[config.mk]
export PLATFORM = sky130hd
export DESIGN_NAME = busBurstSeq
export DESIGN_NICKNAME = d
export VERILOG_FILES = /design/src/rtl/busSeqPkg.sv /design/src/rtl/busSeqCtrl.sv /design/src/rtl/busSeqPath.sv /design/src/rtl/busBurstSeq.sv
export SDC_FILE = /design/constraint.sdc
export NUM_CORES = 1
export LEC_CHECK = 0
export BUFFER_PORTS_ARGS = -buffer_cell sky130_fd_sc_hd__buf_4
export CAP_MARGIN = 20
export CORE_MARGIN = 3
export CORE_UTILIZATION = 56
export DETAILED_ROUTE_END_ITERATION = 8
export GPL_ROUTABILITY_DRIVEN = 0
export PLACE_DENSITY = 0.92
export SLEW_MARGIN = 30
export SYNTH_ARGS = -nofsm -noshare
export SYNTH_HDL_FRONTEND = slang
export SYNTH_SLANG_ARGS = --single-unit
[constraint.sdc]
create_clock -name clk -period 3.7 [get_ports clk]
set_input_delay 0.555 -clock clk [delete_from_list [all_inputs] [get_ports clk]]
set_output_delay 0.555 -clock clk [all_outputs]
set_load 0.005 [all_outputs]
[src/rtl/busSeqPkg.sv]
package busSeqPkg;

  typedef enum logic [1:0] {
    TR_IDLE   = 2'b00,
    TR_BUSY   = 2'b01,
    TR_NONSEQ = 2'b10,
    TR_SEQ    = 2'b11
  } transE;

  localparam logic [2:0] BURST_SINGLE = 3'b000;
  localparam logic [2:0] BURST_INCR   = 3'b001;

  // strobes from the control to the datapath
  typedef struct packed {
    logic loadCmd;     // capture a new command
    logic stepAddr;    // advance address by one beat
    logic decCount;    // one more beat issued
    logic clearCount;  // drop what is left of the burst
  } seqStrobeT;

endpackage

[src/rtl/busSeqCtrl.sv]
module busSeqCtrl
  import busSeqPkg::*;
(
  input  logic      clk,
  input  logic      rstN,
  input  logic      busReady,
  input  logic      busResp,
  input  logic      cmdValid,
  input  logic      cmdAbort,
  input  logic      beatReady,
  input  logic      countZero,
  output logic      cmdReady,
  output transE     curTrans,
  output seqStrobeT strobe
);

  transE nextTrans;
  logic  abortNow;
  logic  openBurst;
  logic  issuing;

  assign abortNow  = (curTrans == TR_BUSY) && cmdAbort;
  assign openBurst = !countZero && !abortNow;
  assign issuing   = (curTrans == TR_NONSEQ) || (curTrans == TR_SEQ);
  assign cmdReady  = busReady && !busResp && !openBurst;

  always_comb begin
    nextTrans = curTrans;
    strobe    = '0;
    if (busResp) begin
      // first error cycle cancels the pending beat, second keeps IDLE
      nextTrans         = TR_IDLE;
      strobe.clearCount = 1'b1;
    end else if (busReady) begin
      if (openBurst) begin
        strobe.stepAddr = issuing;
        if (beatReady) begin
          nextTrans       = TR_SEQ;
          strobe.decCount = 1'b1;
        end else begin
          nextTrans = TR_BUSY;
        end
      end else begin
        strobe.clearCount = abortNow;
        if (cmdValid) begin
          nextTrans      = TR_NONSEQ;
          strobe.loadCmd = 1'b1;
        end else begin
          nextTrans = TR_IDLE;
        end
      end
    end
  end

  always_ff @(posedge clk) begin
    if (!rstN) curTrans <= TR_IDLE;
    else       curTrans <= nextTrans;
  end


  trans_hold_chk: assert property (@(posedge clk) disable iff (!rstN)
    (!busReady && !busResp) |=> $stable(curTrans));


  idle_exit_chk: assert property (@(posedge clk) disable iff (!rstN)
    (curTrans == TR_IDLE) |=> (curTrans == TR_IDLE || curTrans == TR_NONSEQ));


  err_cancel_chk: assert property (@(posedge clk) disable iff (!rstN)
    (busResp && !busReady) |=> (curTrans == TR_IDLE));


  cmd_block_chk: assert property (@(posedge clk) disable iff (!rstN)
    (busResp || !busReady) |-> !cmdReady);

endmodule

[src/rtl/busSeqPath.sv]
module busSeqPath
  import busSeqPkg::*;
#(
  parameter int ADDR_W = 32,
  parameter int CNT_W  = 5
) (
  input  logic              clk,
  input  logic              rstN,
  input  seqStrobeT         strobe,
  input  logic [ADDR_W-1:0] cmdAddr,
  input  logic [CNT_W-1:0]  cmdBeats,
  input  logic              cmdWrite,
  input  logic [2:0]        cmdSize,
  output logic [ADDR_W-1:0] busAddr,
  output logic [2:0]        busBurst,
  output logic              busWrite,
  output logic [2:0]        busSize,
  output logic              countZero
);

  localparam logic [ADDR_W-1:0] ONE_BYTE = ADDR_W'(1);
  localparam logic [CNT_W-1:0]  ONE_BEAT = CNT_W'(1);

  logic [CNT_W-1:0]  beatsLeft;
  logic [ADDR_W-1:0] stepBytes;

  assign stepBytes = ONE_BYTE << busSize;
  assign countZero = (beatsLeft == '0);

  always_ff @(posedge clk) begin
    if (!rstN) begin
      busAddr  <= '0;
      busBurst <= BURST_SINGLE;
      busWrite <= 1'b0;
      busSize  <= '0;
    end else if (strobe.loadCmd) begin
      busAddr  <= cmdAddr;
      busBurst <= (cmdBeats > ONE_BEAT) ? BURST_INCR : BURST_SINGLE;
      busWrite <= cmdWrite;
      busSize  <= cmdSize;
    end else if (strobe.stepAddr) begin
      busAddr <= busAddr + stepBytes;
    end
  end

  always_ff @(posedge clk) begin
    if (!rstN)                  beatsLeft <= '0;
    else if (strobe.loadCmd)    beatsLeft <= (cmdBeats == '0) ? '0 : cmdBeats - ONE_BEAT;
    else if (strobe.clearCount) beatsLeft <= '0;
    else if (strobe.decCount)   beatsLeft <= beatsLeft - ONE_BEAT;
  end


  no_underflow_chk: assert property (@(posedge clk) disable iff (!rstN)
    strobe.decCount |-> !countZero);

endmodule

[src/rtl/busBurstSeq.sv]
module busBurstSeq
  import busSeqPkg::*;
#(
  parameter int ADDR_W    = 32,
  parameter int MAX_BEATS = 16,
  localparam int CNT_W    = $clog2(MAX_BEATS + 1)
) (
  input  logic              clk,
  input  logic              rstN,
  input  logic              cmdValid,
  output logic              cmdReady,
  input  logic [ADDR_W-1:0] cmdAddr,
  input  logic [CNT_W-1:0]  cmdBeats,
  input  logic              cmdWrite,
  input  logic [2:0]        cmdSize,
  input  logic              beatReady,
  input  logic              cmdAbort,
  input  logic              busReady,
  input  logic              busResp,
  output logic [1:0]        busTrans,
  output logic [ADDR_W-1:0] busAddr,
  output logic [2:0]        busBurst,
  output logic              busWrite,
  output logic [2:0]        busSize
);

  seqStrobeT strobe;
  transE     curTrans;
  logic      countZero;

  busSeqCtrl u_ctrl (
    .clk       (clk),
    .rstN      (rstN),
    .busReady  (busReady),
    .busResp   (busResp),
    .cmdValid  (cmdValid),
    .cmdAbort  (cmdAbort),
    .beatReady (beatReady),
    .countZero (countZero),
    .cmdReady  (cmdReady),
    .curTrans  (curTrans),
    .strobe    (strobe)
  );

  busSeqPath #(.ADDR_W(ADDR_W), .CNT_W(CNT_W)) u_path (
    .clk       (clk),
    .rstN      (rstN),
    .strobe    (strobe),
    .cmdAddr   (cmdAddr),
    .cmdBeats  (cmdBeats),
    .cmdWrite  (cmdWrite),
    .cmdSize   (cmdSize),
    .busAddr   (busAddr),
    .busBurst  (busBurst),
    .busWrite  (busWrite),
    .busSize   (busSize),
    .countZero (countZero)
  );

  assign busTrans = curTrans;


  busy_addr_hold_chk: assert property (@(posedge clk) disable iff (!rstN)
    ($past(busTrans) == TR_BUSY && busTrans[0]) |->
      ($stable(busAddr) && $stable(busSize) && $stable(busWrite) && $stable(busBurst)));


  seq_step_chk: assert property (@(posedge clk) disable iff (!rstN)
    ($past(busReady) && !$past(busResp) && $past(busTrans[1]) && busTrans == TR_SEQ) |->
      (busAddr == $past(busAddr) + (ADDR_W'(1) << $past(busSize))));


  ctrl_hold_chk: assert property (@(posedge clk) disable iff (!rstN)
    (!busReady && !busResp) |=>
      ($stable(busAddr) && $stable(busBurst) && $stable(busWrite) && $stable(busSize)));


  single_end_chk: assert property (@(posedge clk) disable iff (!rstN)
    (busTrans == TR_NONSEQ && busBurst == BURST_SINGLE && busReady && !busResp) |=>
      !busTrans[0]);

endmodule

* Word level (Yosys, flattened, before mapping) *
Index checks and enable logic that the tools add are counted.

storage, ports and cells
  register bits = 46
  input bits = 48
  logic and storage cells = 47

cells by class
  $lt $le $gt $ge = 1
  shifts and indexed selects = 1
  bitwise operators = 1
  mux-type cells = 18
  eq/ne operators = 3
  reductions and logical operators = 14
  $add $sub $neg = 3

operators with widths
  kind                                                                   number
  32-bit two-way mux                                                     2
  32-bit adder                                                           1
  1-bit by 3-bit << shifter with 32-bit output, first input constant     1
  5-bit two-way mux                                                      4
  5-bit logical NOT                                                      2
  5-bit by 1-bit subtractor with 5-bit output, second input constant     2
  2-bit two-way mux                                                      4
  1-bit two-way mux                                                      6
  5-bit by 1-bit > comparator with 1-bit output, second input constant   1
  2-bit equality test, second input constant                             2
  1-bit logical AND                                                      4
  1-bit logical NOT                                                      4
  4-bit two-way mux                                                      1
  3-bit two-way mux                                                      1
  3-bit nonzero test                                                     1
  2-bit by 1-bit equality test with 1-bit output, second input constant  1
  2-bit nonzero test                                                     1
  2-bit OR reduction                                                     1
  1-bit logical OR                                                       1
  1-bit NOT                                                              1

* Logic depth before layout (Yosys ltp) *
Gate-level depths: netlist of the first run.

  word-level depth = 10
  gate-level depth with buffers = 10

* Modules after synthesis *
Synthesis of the first run repeated with hierarchy kept, for this count alone.

second synthesis, totals
  cells, all modules = 345
  area total of the unflattened synthesis = 2,919.0 µm²

by module, submodules not included
  module      instances  area an instance (µm²)  cells each
  busSeqPath  1          2,747.6                 327
  busSeqCtrl  1          171.4                   18

* Worst setup path before layout of the first run *
Ideal clock, no wire load.

  path kind = flip-flop to flip-flop
  start point = register u_path.busSize[0]
  end point = register u_path.busAddr[13]
  path slack = 1.143 ns
  arrival = 2.435 ns
  period minus slack after synthesis = 2.557 ns
  stages on the path, launching flop included = 10
  library setup time = 0.122 ns
  cell sequence = dfxtp_1 > clkbuf_1 > nor3b_1 > ha_1 > a211oi_1 > nor4_2 > o21ai_2 > buf_2 > nor3_1 > o311a_1

between the ends
  longest elaborated chain between the ends = 4

RTL lines
  item                                          line              source
  start: declaration                            busSeqPath.sv:17  output logic [2:0] busSize,
  start signal: assignment                      busSeqPath.sv:40  busSize <= cmdSize;
  1-bit by 3-bit << shifter with 32-bit output  busSeqPath.sv:27  assign stepBytes = ONE_BYTE << busSize;
  32-bit adder                                  busSeqPath.sv:42  busAddr <= busAddr + stepBytes;
  32-bit two-way mux                            busSeqPath.sv:41  end else if (strobe.stepAddr) begin
  32-bit two-way mux                            busSeqPath.sv:36  end else if (strobe.loadCmd) begin
  end signal: assignment                        busSeqPath.sv:37  busAddr <= cmdAddr;
  end signal: assignment                        busSeqPath.sv:42
  end: declaration                              busSeqPath.sv:14  output logic [ADDR_W-1:0] busAddr,

No other way between the ends. The select of a mux whose other input is x is not followed.
A chain may end at the register's enable or synchronous reset.

* Worst setup path in the final report of the first run *
  start point = register u_path.busSize[0]
  end point = register u_path.busAddr[17]

Same word-level chain as after synthesis.

==> results of run 1 <==
[report_power, final]
part | leakage, uW | internal, uW | switching, uW
clock network | 0.0000541 | 200 | 175
logic | 0.00119 | 132 | 133
registers | 0.000358 | 503 | 39.3
[how the worst max path moves through the flow]
stage	to	start	slack [ps]	cells after the start
2_1_floorplan	u_path.busAddr[13]	u_path.busSize[0]	1140	9
3_3_place_gp	u_path.busAddr[17]	u_path.busSize[0]	1030	7
3_5_place_dp	u_path.busAddr[17]	u_path.busSize[0]	810	7
4_1_cts	u_path.busAddr[17]	u_path.busSize[0]	770	7
5_1_grt	u_path.busAddr[17]	u_path.busSize[0]	450	7
6_report	u_path.busAddr[17]	u_path.busSize[0]	740	7
[flip-flops by register name (all words and copies together), names as in the netlist]
name              cells
u_ctrl.curTrans       2
u_path.busSize        3
u_path.busWrite       1
u_path.beatsLeft      5
u_path.busAddr       32
u_path.busBurst       1
[Yosys cell counts, types with 5 or more instances]
cell       count
nor3_1         5
nand2_1       34
or4_1          8
o31ai_1        7
a31oi_1       10
a311oi_1       7
a211oi_1      11
o211a_1        5
a21oi_1       21
xor2_1         6
o21ai_0       14
o2111ai_1      5
dfxtp_1       44
xnor2_1        5
o211ai_1       7
clkbuf_1      14
inv_1         15
ha_1          12
nor2_1        28
nand3_1       13
[cell usage in the layout (no fill, tap or decap), types with 3 or more instances in the layout]
master	instances
o311ai_0	3
a21o_1	4
a31oi_1	10
or4_1	8
o211a_1	5
a211oi_1	11
dfxtp_1	44
o211ai_1	7
clkbuf_8	5
nand3_1	13
nand2_1	34
o2111ai_1	4
or3_1	4
buf_4	89
a311oi_1	7
o32ai_1	3
ha_1	12
and2_1	3
xor2_1	6
nor3_1	5
and3b_1	4
nor2_1	28
xnor2_1	5
and3_1	4
o21ai_0	14
o31ai_1	7
nor3b_1	4
a21oi_1	21
nand4_1	3
inv_1	15
a22oi_1	3
[through the flow]
| step | instance area (um^2) | hold slack [ps] | utilization (%) | setup slack [ps] |
|---|---|---|---|---|
| 6_report | 3730 | 466 | 75.6 | 744 |
| 5_1_grt | 3730 | 487 | 75.6 | 454 |
| 4_1_cts | 3730 | 468 | 75.6 | 767 |
| 3_5_place_dp | 3620 | 454 | 73.3 | 809 |
| 3_3_place_gp | 3620 | 447 | 73.3 | 1030 |
| 2_1_floorplan | 2980 | 453 | - | 1140 |
[worst max-delay path, delay by kind of cell (launching register included)]
kind,cells,cell delay (ps)
AO/OA/AOI/OAI,4,1460
AND/OR/NAND/NOR,2,580
flip-flops,1,490
adder cells (fa/ha/maj),1,320
[logic make-up (layout without fill, tap and decap cells)]
group | Yosys count | after routing | synth area share (%)
AO/OA/AOI/OAI | 120 | 120 | 29.5
XOR/XNOR | 11 | 11 | 3.24
adder cells (fa/ha/maj) | 13 | 13 | 5.71
buffers and inverters | 40 | 113 | 6.51
flip-flops | 44 | 44 | 29.6
multiplexers | 3 | 3 | 1.05
other | 1 | 2 | 0.126
AND/OR/NAND/NOR | 130 | 130 | 24.3
[layer usage]
layer,vias to the layer above,track usage [%],share of wire [%]
met1,1506,34.6,41
met2,146,46.7,48
met4,0,11.9,2.4
met5,-,0,0
met3,25,5.33,7.7
li1,1529,-,-
[final cells by class]
| cell class | instances | area (um^2) |
|---|---|---|
| Fill cell | 385 | 1210 |
| Timing Repair Buffer | 89 | 668 |
| Multi-Input combinational cell | 279 | 1930 |
| Clock buffer | 5 | 68.8 |
| Clock inverter | 3 | 42.5 |
| Tap cell | 67 | 83.8 |
| Inverter | 16 | 60.1 |
| Sequential cell | 44 | 881 |
==> out/qor.json, run 1 <==
{
  "post_cts_hold_buffer_count": 0,
  "r2r_end": "u_path.busAddr[17]",
  "buffer_ports.inserted": 87,
  "maximum_number_of_pins_on_one_net_before_global_route_repair": 40,
  "clock_transition_at_the_registers_of_the_reported_paths_ps": 90,
  "place_inst": 495,
  "design.core.area_um2": 4940,
  "grt_first_pass_wirelength_um": 14000,
  "seq_area_frac_synth_pct": 29.6,
  "routed-via-count": 3206,
  "timing.final.max_slew_violations": 0,
  "min-delay-path-class": "register to register",
  "timing.critical_path.cells": "nor3b_1 -> ha_1 -> a211oi_1 -> nor4_2 -> o21ai_2 -> o21ai_0 -> a311oi_1",
  "post_route_cells_drive_above_1_share_pct": 26.4,
  "io_pins": 90,
  "floorplan.die.height_um": 78.9,
  "drt_pass1_iterations": 5,
  "drv.max_cap_violation_count": 0,
  "htreeDepth": 2,
  "drtIter0Drc": 228,
  "syn_inst": 362,
  "fp.dieW_um": 78.9,
  "ys_top_cells_by_area": "dfxtp_1, ha_1, nand2_1, a21oi_1, nor2_1",
  "worst-endpoint-required_ps": 3900,
  "share_of_flip_flops_with_an_asynchronous_set_or_reset_pct": 0,
  "timing.slew.headroom_pct": 34.8,
  "r2r_slack_ps": 740,
  "synth_enable_flop_cells": 0,
  "critical_path.max_fanout": 16,
  "grt_antenna_before_repair": 0,
  "worst-slew-pin-transition_ps": 977,
  "finClkSkew_ps": 9.76,
  "timing.fmax_ghz": 0.338,
  "diodes": 0,
  "via_count_of_the_first_global_routing_pass": 3050,
  "cts_num_sinks": 44,
  "period_minus_slack_ps": 2960,
  "setup_tns_ps": 0,
  "slowest_stage_delay_on_critical_path_ps": 540,
  "regToRegStartpoint": "u_path.busSize[0]",
  "worst_path_cell_with_the_longest_stage_delay": "o21ai_2",
  "unrepaired_setup_endpoints_after_global_routing": "false",
  "yosys_warnings": 0,
  "initial_utilization_pct": 60.3,
  "holdCritStartpoint": "u_path.busWrite",
  "fin_cells": 503,
  "grt_overflow_total": 0,
  "status": "finished clean",
  "post_detailed_route_wirelength_per_cell_um": 16.9,
  "hpwl_after_detailed_placement_um": 6190,
  "synthesized_area_per_cell_um2": 8.23,
  "worstHoldPathCells": 2,
  "synthesis.area_um2": 2980,
  "detail-route-antenna-nets": 0,
  "clock-root-buffer": "clkbuf_8",
  "final-hold-violation-count": 0,
  "hold_path_end": "u_path.busWrite",
  "synth_area_leader_cell": "dfxtp_1",
  "cp-start-kind": "register",
  "drc_errors": 0,
  "postCtsSetupRepairBufs": 0,
  "final_net_count": 496,
  "floorplan.die_area_um2": 6230,
  "worstRegToRegCells": 7,
  "kind_of_end_point_of_the_critical_path": "register",
  "fin_total_pwr_uw": 1180,
  "clock_tree.buffer_depth": 2,
  "max-vdd-ir-drop_mv": 0.181,
  "most_used_flip_flop_cell_after_synthesis": "dfxtp_1",
  "setup_viol_count_final": 0,
  "fp-row-count": 25,
  "layout_worst_path_cycle_share_pct": 79.9,
  "power.density_cell_area_nw_per_um2": 317,
  "area.growth.synth_to_final_pct": 25.4,
  "post_drt_via_cell_ratio": 6.37,
  "cts_resized": 0,
  "numCtsBuffers": 5,
  "synth_seq_cells": 44,
  "static_power_due_to_leakage_uw": 0.00160,
  "timing.setup.critical_path_class": "register to register",
  "cp.arrival_ps": 3160,
  "finalWirelength_um": 8520,
  "post-synth-top-area-fraction_pct": 29.6,
  "unique_masters_post_synth": 70,
  "gr-usage-all-layers_pct": 27.7,
  "clk-insertion-delay-late_ps": 310,
  "cts_tree": "yes"
}
Power figures use the tool's default switching activity.
==> inputs of run 2 (changes only) <==
Settings changed: CORE_UTILIZATION 56 to 47, PLACE_DENSITY 0.92 to 0.83.
Clock period 3.7 ns to 2.6 ns, I/O delays scaled along.
==> run 2 against run 1 <==
Compared with the run above:
- largest cell class unchanged
- register-to-register slack got worse by 650 ps
- fmax is 18% higher
- flip-flop and latch count is the same
- wire length is 4.8% higher
- clock skew increased by 4.3 ps
- die area up 18%
- critical path type unchanged
- global-route usage down 3.9 points
- sequential power is 42% higher
- final cell count is 5.8% higher
- worst setup slack got worse by 650 ps
==> out/qor.json, run 2 (synthesized netlist as in run 1, its figures left out) <==
{
  "status": "finished clean",
  "grt_first_pass_wirelength": {"value": 14400, "unit": "um", "change": "+3.0%"},
  "post_cts_hold_buffer_count": {"value": 0, "change": "unchanged"},
  "clock_tree.buffer_depth": {"value": 2, "change": "unchanged"},
  "finalWirelength": {"value": 8940, "unit": "um", "change": "+4.8%"},
  "worst-endpoint-required": {"value": 2820, "unit": "ps", "change": "-1080 ps"},
  "design.core.area": {"value": 6030, "unit": "um^2", "change": "+22%"},
  "htreeDepth": {"value": 2, "change": "unchanged"},
  "static_power_due_to_leakage": {"value": 0.00172, "unit": "uW", "change": "+7.6%"},
  "timing.final.max_slew_violations": {"value": 0, "change": "unchanged"},
  "fp.dieW": {"value": 85.6, "unit": "um", "change": "+8.5%"},
  "drv.max_cap_violation_count": {"value": 0, "change": "unchanged"},
  "buffer_ports.inserted": {"value": 87, "change": "unchanged"},
  "clock_transition_at_the_registers_of_the_reported_paths": {"value": 90, "unit": "ps", "change": "about the same"},
  "power.density_cell_area": {"value": 430, "unit": "nW/um^2", "change": "+36%"},
  "cp-start-kind": "register",
  "power.share.combinational": {"value": 23.9, "unit": "%", "change": "+1.5 points"},
  "max_ffs_per_register": {"value": 32, "change": "unchanged"},
  "routed-via-count": {"value": 3267, "change": "+1.9%"},
  "floorplan.die_area": {"value": 7330, "unit": "um^2", "change": "+18%"},
  "cts_num_sinks": {"value": 44, "change": "unchanged"},
  "post_detailed_route_wirelength_per_cell": {"value": 16.8, "unit": "um", "change": "-0.87%"},
  "area.growth.synth_to_final_pct": 33.3,
  "setup_tns": {"value": 0, "unit": "ps", "change": "unchanged"},
  "final-hold-violation-count": {"value": 0, "change": "unchanged"},
  "fin_cells": {"value": 532, "change": "+5.8%"},
  "switching_power": {"value": 495, "unit": "uW", "change": "+43%"},
  "gr-usage-all-layers": {"value": 23.8, "unit": "%", "change": "-3.9 points"},
  "cp.arrival": {"value": 2720, "unit": "ps", "change": "-440 ps"},
  "max-vdd-ir-drop": {"value": 0.268, "unit": "mV", "change": "+48%"},
  "timing.slew.headroom": {"value": 65.1, "unit": "%", "change": "+30 points"},
  "critical_path.max_fanout": {"value": 8, "change": "-8"},
  "finClkSkew": {"value": 14.1, "unit": "ps", "change": "+4.31 ps"},
  "registers.top_by_ff_count": "u_path.busAddr",
  "seqPwrFrac": {"value": 45.2, "unit": "%", "change": "-0.7 points"},
  "timing.fmax": {"value": 0.399, "unit": "GHz", "change": "+18%"},
  "timing.setup.critical_path_class": "register to register",
  "floorplan.die.height": {"value": 85.6, "unit": "um", "change": "+8.5%"},
  "fillers": {"value": 506, "change": "+31%"},
  "seqCellArea": {"value": 887, "unit": "um^2", "change": "+0.71%"},
  "clock-root-buffer": "clkbuf_8",
  "biggestRegsByFlops": "u_path.busAddr (32), u_path.beatsLeft (5), u_path.busSize (3)",
  "drc_errors": {"value": 0, "change": "unchanged"},
  "diodes": {"value": 0, "change": "unchanged"},
  "grt_overflow_total": {"value": 0, "change": "unchanged"},
  "internal-power": {"value": 1210, "unit": "uW", "change": "+45%"},
  "kind_of_end_point_of_the_critical_path": "register",
  "numCtsBuffers": {"value": 5, "change": "unchanged"},
  "final_net_count": {"value": 517, "change": "+4.2%"},
  "io_pins": {"value": 90, "change": "unchanged"},
  "commonest_non_fill_non_tap_cell_in_the_layout": "buf_4",
  "via_count_of_the_first_global_routing_pass": {"value": 3025, "change": "-0.82%"},
  "drt_pass1_iterations": {"value": 5, "change": "unchanged"},
  "worst-slew-pin-transition": {"value": 523, "unit": "ps", "change": "-455 ps"},
  "power_switching_share": {"value": 29.0, "unit": "%", "change": "-0.33 points"},
  "worst_setup_slack_after_layout": {"value": 92.1, "unit": "ps", "change": "-652 ps"},
  "setup_viol_count_final": {"value": 0, "change": "unchanged"},
  "initial_utilization": {"value": 49.4, "unit": "%", "change": "-11 points"},
  "min-delay-path-class": "input pin to register",
  "post_drt_via_cell_ratio": {"value": 6.14, "change": "-3.7%"},
  "post_dp_cell_area": {"value": 3770, "unit": "um^2", "change": "+4.1%"},
  "place_inst": {"value": 520, "change": "+5.1%"},
  "clk-insertion-delay-late": {"value": 300, "unit": "ps", "change": "about the same"},
  "period_minus_slack": {"value": 2510, "unit": "ps", "change": "-448 ps"},
  "detail-route-antenna-nets": {"value": 0, "change": "unchanged"},
  "p_clk_share": {"value": 30.9, "unit": "%", "change": "-0.8 points"},
  "hpwl_after_detailed_placement": {"value": 6610, "unit": "um", "change": "+6.7%"},
  "post_route_cells_drive_above_1_share": {"value": 32.4, "unit": "%", "change": "+6.0 points"},
  "maximum_number_of_pins_on_one_net_before_global_route_repair": {"value": 30, "change": "-25%"},
  "unrepaired_setup_endpoints_after_global_routing": "true",
  "cts_tree": "yes",
  "post-place-ws": {"value": 31.0, "unit": "ps", "change": "-778 ps"},
  "layout_worst_path_cycle_share": {"value": 96.5, "unit": "%", "change": "+17 points"},
  "drtIter0Drc": {"value": 266, "change": "+17%"},
  "fp-row-count": {"value": 28, "change": "+12%"},
  "multi_input_area": {"value": 1980, "unit": "um^2", "change": "+2.7%"},
  "final_cell_mix": "buf_4, dfxtp_1, nand2_1, nor2_1, a21oi_1",
  "grt_antenna_before_repair": {"value": 0, "change": "unchanged"},
  "design_area": {"value": 3970, "unit": "um^2", "change": "+6.3%"}
}
==> run 2: changes by cell type in the layout (fill, tap and decap cells not counted), moves of 2 or more <==
| cell | delta |
|---|---|
| dfxtp_1 | -3 |
| a311oi_1 | -2 |
| dfxtp_2 | +2 |
| a311oi_2 | +2 |
| ha_1 | -2 |
| nor3b_1 | -2 |
| nor3b_2 | +2 |
| ha_2 | +2 |
| buf_4 | +20 |
==> run 2: what timing repair did <==
| action | 4_1_cts | 5_1_grt |
|---|---|---|
| gates resized for setup | 0 | 15 |
| buffers inserted | 0 | 4 |
| endpoints found under the setup margin | 0 | 24 |
==> run 2: worst paths after layout <==
check,slack (ps),from,to,cells past startpoint
setup / recovery,90,u_path.busSize[1],u_path.busAddr[30],9
setup reg to reg,90,u_path.busSize[1],u_path.busAddr[30],9
hold reg to reg,470,u_path.busWrite,u_path.busWrite,2
hold / removal,320,cmdSize[2],u_path.busSize[2],3
==> run 2: area by class of cell <==
class / instances / area share, %
tap: 75 / 2.36
sequential: 44 / 22.4
clock buffer: 6 / 1.83
multi-input combinational: 279 / 49.9
inverter: 16 / 1.51
timing repair buffer: 110 / 21.1
clock inverter: 2 / 0.883
==> run 2: per-layer routing <==
metal	routed length [um]	global-route usage, %	vias up
li1	-	-	1573
met1	3690	31.3	1547
met2	4480	39.9	132
met3	657	4.80	15
met4	114	6.33	0
met5	0	0	-
==> run 2: power by group through the flow <==
stage               Clock, uW  Sequential, uW  Combinational [uW]
finish                    527             771                 408
global route              565             778                 446
CTS                       532             768                 396
detailed placement          0             783                 395
global placement            0             781                 383
floorplan                   0             773                 222
==> run 2: per-stage QoR <==
| stage | power (uW) | hold WS, ps | utilization (%) |
|---|---|---|---|
| after global routing | 1790 | 328 | 65.9 |
| after detailed placement | 1180 | 461 | 62.6 |
| after global placement | 1160 | 447 | 62.6 |
| final | 1710 | 323 | 65.9 |
| after floorplan | 995 | 453 | - |
| after CTS | 1700 | 332 | 64.4 |
==> run 2: critical path, stage by stage, from the launching register on <==
cell and delay [ps]:
dfxtp_2 360, buf_4 150, nor3_2 150, ha_2 220, fa_2 240, a211oi_1 100, or2_1 260, a21o_1 220
or4_1 440, a311oi_2 280
